===== src/rtl/fs_pkg.sv =====
package fs_pkg;

  typedef enum logic [2:0] {
    ST_IDLE = 3'd0,
    ST_P1   = 3'd1,
    ST_P2   = 3'd2,
    ST_P3   = 3'd3,
    ST_P4   = 3'd4,
    ST_LATE = 3'd5
  } seq_st_t;

  // State reached once the pulse awaited in state s has fired.
  function automatic seq_st_t after_fire(input seq_st_t s);
    case (s)
      ST_P1:   return ST_P2;
      ST_P2:   return ST_P3;
      ST_P3:   return ST_P4;
      ST_LATE: return ST_P1;
      default: return ST_IDLE;
    endcase
  endfunction

endpackage


===== src/rtl/fs_edge_sync.sv =====
module fs_edge_sync #(
  parameter int STAGES = 2
) (
  input  logic clk,
  input  logic rst_n,
  input  logic ref_in,
  output logic edge_o
);
  localparam int LAST = STAGES;

  logic [LAST:0] sh_q;

  always_ff @(posedge clk) begin
    if (!rst_n) sh_q <= '0;
    else        sh_q <= {sh_q[LAST-1:0], ref_in};
  end

  // Rising edge of the synchronized level (stage STAGES-1 vs the one after)
  assign edge_o = sh_q[LAST-1] & ~sh_q[LAST];

endmodule


===== src/rtl/fs_gate_stretch.sv =====
module fs_gate_stretch #(
  parameter int LEN = 1000
) (
  input  logic clk,
  input  logic rst_n,
  input  logic fire,
  output logic gate
);
  localparam int WID_W = (LEN > 1) ? $clog2(LEN) : 1;
  localparam logic [WID_W-1:0] RELOAD = WID_W'(LEN - 1);

  logic [WID_W-1:0] left_q;

  always_ff @(posedge clk) begin
    if (!rst_n) begin
      gate   <= 1'b0;
      left_q <= '0;
    end else if (fire) begin
      gate   <= 1'b1;
      left_q <= RELOAD;
    end else if (gate) begin
      if (left_q == '0) gate <= 1'b0;
      else              left_q <= left_q - 1'b1;
    end
  end

endmodule


===== src/rtl/fs_sequencer.sv =====
module fs_sequencer
  import fs_pkg::*;
#(
  parameter int CNT_W = 16
) (
  input  logic             clk,
  input  logic             rst_n,
  input  logic             edge_evt,
  input  logic [CNT_W-1:0] delay_in,
  input  logic [CNT_W-1:0] spacing_in,
  output logic             fire_evt,
  output seq_st_t          state,
  output logic             overrun
);
  localparam logic [CNT_W-1:0] ZERO = '0;

  // Countdown reload for a spacing value; 0 behaves as 1.
  function automatic logic [CNT_W-1:0] gap_reload(input logic [CNT_W-1:0] s);
    return (s == ZERO) ? ZERO : s - 1'b1;
  endfunction

  // Gap from a late pulse 4 to the next pulse 1, saturated at zero.
  function automatic logic [CNT_W-1:0] late_gap(input logic [CNT_W-1:0] d,
                                                input logic [CNT_W-1:0] r);
    return (d > r) ? (d - r - 1'b1) : ZERO;
  endfunction

  logic [CNT_W-1:0] remain_q, hold_q, spacing_q;
  logic [CNT_W-1:0] eff_remain, nxt_remain, nxt_hold, nxt_spacing;
  seq_st_t          eff_state, nxt_state;
  logic             nxt_overrun, active;

  assign active   = (state != ST_IDLE);
  assign fire_evt = active && (remain_q == ZERO);

  always_comb begin
    // Effect of the countdown alone
    if (fire_evt) begin
      eff_state = after_fire(state);
      if (state == ST_LATE)    eff_remain = hold_q;
      else if (state == ST_P4) eff_remain = ZERO;
      else                     eff_remain = gap_reload(spacing_q);
    end else begin
      eff_state  = state;
      eff_remain = active ? remain_q - 1'b1 : ZERO;
    end

    nxt_state   = eff_state;
    nxt_remain  = eff_remain;
    nxt_hold    = hold_q;
    nxt_spacing = spacing_q;
    nxt_overrun = 1'b0;

    // An accepted edge acts on the post-fire view of the sequence
    if (edge_evt) begin
      nxt_spacing = spacing_in;
      case (eff_state)
        ST_IDLE: begin
          nxt_state  = ST_P1;
          nxt_remain = delay_in;
        end
        ST_P4: begin
          nxt_state = ST_LATE;
          nxt_hold  = late_gap(delay_in, eff_remain);
        end
        default: begin
          nxt_state   = ST_P1;
          nxt_remain  = delay_in;
          nxt_overrun = 1'b1;
        end
      endcase
    end
  end

  always_ff @(posedge clk) begin
    if (!rst_n) begin
      state     <= ST_IDLE;
      remain_q  <= '0;
      hold_q    <= '0;
      spacing_q <= '0;
      overrun   <= 1'b0;
    end else begin
      state     <= nxt_state;
      remain_q  <= nxt_remain;
      hold_q    <= nxt_hold;
      spacing_q <= nxt_spacing;
      overrun   <= nxt_overrun;
    end
  end

endmodule


===== src/rtl/firing_sequencer.sv =====
module firing_sequencer
  import fs_pkg::*;
#(
  parameter int CNT_W     = 16,
  parameter int PULSE_LEN = 1000,
  parameter int SYNC_STG  = 2
) (
  input  logic             clk,
  input  logic             rst_n,
  input  logic             ref_in,
  input  logic [CNT_W-1:0] delay_cnt,
  input  logic [CNT_W-1:0] spacing_cnt,
  output logic             gate_out,
  output logic             busy,
  output logic [2:0]       seq_state,
  output logic             overrun
);
  logic    edge_evt;
  logic    fire_evt;
  seq_st_t state;

  fs_edge_sync #(.STAGES(SYNC_STG)) u_sync (
    .clk    (clk),
    .rst_n  (rst_n),
    .ref_in (ref_in),
    .edge_o (edge_evt)
  );

  fs_sequencer #(.CNT_W(CNT_W)) u_seq (
    .clk        (clk),
    .rst_n      (rst_n),
    .edge_evt   (edge_evt),
    .delay_in   (delay_cnt),
    .spacing_in (spacing_cnt),
    .fire_evt   (fire_evt),
    .state      (state),
    .overrun    (overrun)
  );

  fs_gate_stretch #(.LEN(PULSE_LEN)) u_gate (
    .clk   (clk),
    .rst_n (rst_n),
    .fire  (fire_evt),
    .gate  (gate_out)
  );

  assign seq_state = state;
  assign busy      = (state != ST_IDLE);

endmodule


===== config.mk =====
export PLATFORM = sky130hd
export DESIGN_NAME = firing_sequencer
export DESIGN_NICKNAME = d
export VERILOG_FILES = /design/src/rtl/fs_pkg.sv /design/src/rtl/fs_edge_sync.sv /design/src/rtl/fs_gate_stretch.sv /design/src/rtl/fs_sequencer.sv /design/src/rtl/firing_sequencer.sv
export SDC_FILE = /design/constraint.sdc
export NUM_CORES = 1
export LEC_CHECK = 0
export BUFFER_PORTS_ARGS = -buffer_cell sky130_fd_sc_hd__clkbuf_2
export CAP_MARGIN = 20
export CORE_ASPECT_RATIO = 1.4
export CORE_MARGIN = 1.5
export CORE_UTILIZATION = 55
export DETAILED_ROUTE_END_ITERATION = 8
export PLACE_DENSITY = 0.75
export SYNTH_ARGS = -nofsm -noshare
export SYNTH_HDL_FRONTEND = slang
export SYNTH_SLANG_ARGS = --single-unit

===== constraint.sdc =====
create_clock -name clk -period 5 [get_ports clk]
set_input_delay 0.75 -clock clk [delete_from_list [all_inputs] [get_ports clk]]
set_output_delay 0.75 -clock clk [all_outputs]
set_load 0.05 [all_outputs]

==> results.yml <==
outcome:
  status: "completed"
synthesis:
  synth_area_leaders: "dfxtp_1, a21oi_1, ha_1, nand2_1, xnor2_1"
  async_flop_share_pct: 0
  synth_top_area_share_pct: 30.9
  ys_seq_elements: 66
  synth_flop_cell: "dfxtp_1"
  synth_edf_count: 0
  yosysTopAreaCell: "dfxtp_1"
  yosysWarningCount: 0
  syn_nets: 598
  netlist_area_um2: 4270
  ys_seq_area_share_pct: 30.9
  synth_cell_types: 59
  syn_avg_cell_area_um2: 7.91
  syn_inst: 540
setup_path:
  max_stage_delay_ns: 0.68
  worstPathCellList: "or4_4 -> or3_4 -> nor3_1 -> buf_4 -> a31oi_1 -> and2_1 -> ha_1 -> nand2_1 -> nor2_1 -> nand2_1 -> o21bai_1 -> a211oi_4 -> a32o_1"
  crit_fanout: 16
  path_common_cell: "nand2_1"
  cp.required_ns: 5.29
  timing.critical_path.buf_inv: 1
  criticalPathCategory: "flop to flop"
  crit_family: "simple AND/OR/NAND/NOR gates"
  end_kind: "flop"
  start_kind: "flop"
  slowest_stage: "a211oi_4"
  arrival_ns: 4.62
routing:
  drtIter0Drc: 265
  drc: 0
  wl_um: 11800
  vias: 4122
  top_layer_used: "met4"
  wl_met2_um: 5730
  dr.pass1.iters: 5
  vias_per_cell: 6.12
  final_antenna_net_count: 0
  wl_met3_um: 473
  wl_met1_um: 4860
  wl_per_cell_um: 17.5
global_routing:
  grtUsageTotal_pct: 30.0
  grt_pass1_vias: 3972
  grt-ovfl-total: 0
  grt_max_degree: 33
  grt_pass1_wl_um: 19300
  antenna_found_initial: 0
floorplan:
  rows: 37
  dieWidth_um: 77.5
  io_pins: 41
  core_area_um2: 7450
  chipHeight_um: 107
  initial_core_util_pct: 57.3
  dieArea_um2: 8310
timing:
  setup_ws_ns: 0.670
  setup-tns-final_ns: 0
  period_share_pct: 86.6
  period_needed_ns: 4.33
  final-hold-violation-count: 0
  clock_skew_ns: 0.00608
  timing.fmax_mhz: 231
  slew_headroom_pct: 46.0
  setup_viol: 0
  worstMarginPinSlew_ns: 0.810
  timing.hold.ws_ns: 0.444
  maxSlewViolCount: 0
  rsz0062_at_grt: "no"
final_layout:
  nFillCells: 707
  final_nets: 630
  diodes: 0
  drive_above_1_share_pct: 13.7
  area_delta_synth_final_pct: 12.3
worst_hold_path:
  worstHoldPathType: "flop to flop"
power_and_ir_drop:
  combinationalPowerShare_pct: 28.0
  switching_power_mw: 0.501
  sw_frac_of_total_pct: 32.1
  power_frac_seq_pct: 36.5
  p_clk_share_pct: 35.5
  ir_worst_vdd_mv: 0.270
  total_power_mw: 1.56
  power.density_nw_per_um2: 326
  p_leak_nw: 1.89
  internal_power_mw: 1.06
clock_network:
  cts_hold_buffers: 0
  htreeDepth: 3
  numCtsBuffers: 9
  root_buffer: "clkbuf_8"
  clock_path_buffers: 2
  cts_setup_buffers: 0
  cts_tree: "yes"
  clock_latency_ns: 0.35
  cts.reportedPaths.clkPinSlew_ns: 0.08
  cts_sinks: 66
  cts-resized-gates: 0
place:
  dp_slack_ns: 0.745
  gp_congestion: 0.953
  portBuffers: 40
  dp_hpwl_um: 9000
flow_run:
  maxCapViolations: 0
worst reg2reg max path: stages, from the launching register on:
cell      delay, ns
dfxtp_1        0.38
or4_4          0.58
or3_4          0.38
nor3_1         0.44
buf_4          0.27
a31oi_1        0.11
and2_1         0.18
ha_1           0.37
nand2_1        0.12
nor2_1         0.22
nand2_1        0.10
o21bai_1       0.20
a211oi_4       0.68
a32o_1         0.26
layout by cell type, fill, tap and decap left out, types with 3 or more instances in the layout:
cell type   n
nor2b_1     6
xor2_1     11
o21ai_0    20
nor3b_1     3
a211oi_1    3
o22ai_1     5
nand2_1    67
o211ai_1    5
inv_1      18
xnor2_1    26
o21a_1      5
a21oi_1    62
and2_1      8
a22o_1     14
a31oi_1    11
nand2b_1    7
bufinv_16   3
clkbuf_2   40
a21o_1      5
nor3_1     19
nor4b_2     3
nand4_1     9
mux2i_1     4
o21ai_1    13
nor2_1     33
nand3_1    12
o31a_1      4
or3_1       6
a22oi_1     5
o22a_1      3
ha_1       22
clkbuf_8    9
buf_4       6
and3_1      3
nor4_1      5
dfxtp_1    66
a211oi_2    3
path summary, 6_finish.rpt:
kind,start,to,slack (ns),cells past startpoint
max,u_seq.remain_q[3],u_seq.hold_q[10],0.67,13
min,u_sync.sh_q[0],u_sync.sh_q[1],0.44,1
max reg2reg,u_seq.remain_q[3],u_seq.hold_q[10],0.67,13
min reg2reg,u_sync.sh_q[0],u_sync.sh_q[1],0.44,1
cell type report:
class                           instances  area [µm²]  area share [%]
Timing Repair Buffer                   47         273            5.69
Sequential cell                        66        1320            27.6
Tap cell                               97         121            2.53
Multi-Input combinational cell        430        2770            57.8
Clock inverter                          6         115            2.40
Clock buffer                           10         128            2.66
Inverter                               18        67.6            1.41
power groups by stage:
stage / registers (mW) / logic (mW) / clock network [mW]
floorplan: 0.577 / 0.328 / 0
global placement: 0.580 / 0.421 / 0
detailed placement: 0.581 / 0.428 / 0
CTS: 0.569 / 0.431 / 0.562
global route: 0.572 / 0.488 / 0.582
finish: 0.570 / 0.438 / 0.554
routing by layer:
metal,global-route usage (%),vias up
li1,-,2019
met1,34.4,1938
met2,51.2,125
met3,5.51,40
met4,18.8,0
met5,0,-
synth_stat cells (12+ instances only):
| cell | instances |
|---|---|
| xnor2_1 | 26 |
| nor3_1 | 19 |
| inv_1 | 18 |
| a21oi_1 | 62 |
| o21ai_0 | 20 |
| ha_1 | 22 |
| clkbuf_1 | 16 |
| nor2_1 | 33 |
| a22o_1 | 14 |
| nand2_1 | 67 |
| dfxtp_1 | 66 |
| nand3_1 | 12 |
| o21ai_1 | 13 |
registers in the layout, indices dropped and copies added (netlist names):
register	count
u_seq.spacing_q	16
u_seq.state	3
u_seq.overrun	1
u_gate.gate	1
u_gate.left_q	10
u_sync.sh_q	3
u_seq.hold_q	16
u_seq.remain_q	16
metrics by stage:
stage / instance area, µm² / instances / util, %
finish: 4800 / 674 / 64.3
detailed placement: 4530 / 657 / 60.7
CTS: 4770 / 673 / 64.0
floorplan: 4270 / 540 / -
global placement: 4530 / 657 / 60.7
global route: 4800 / 674 / 64.3
cell families after synthesis:
family	synth area share, %
DFF	30.9
xor gates and xnor gates	7.59
muxes	1.20
buffers and inverters	4.22
and+or+nand+nor	22.9
AOI/OAI and AO/OA	26.2
adders and majority gates	6.91
Power figures use the tool's default switching activity.
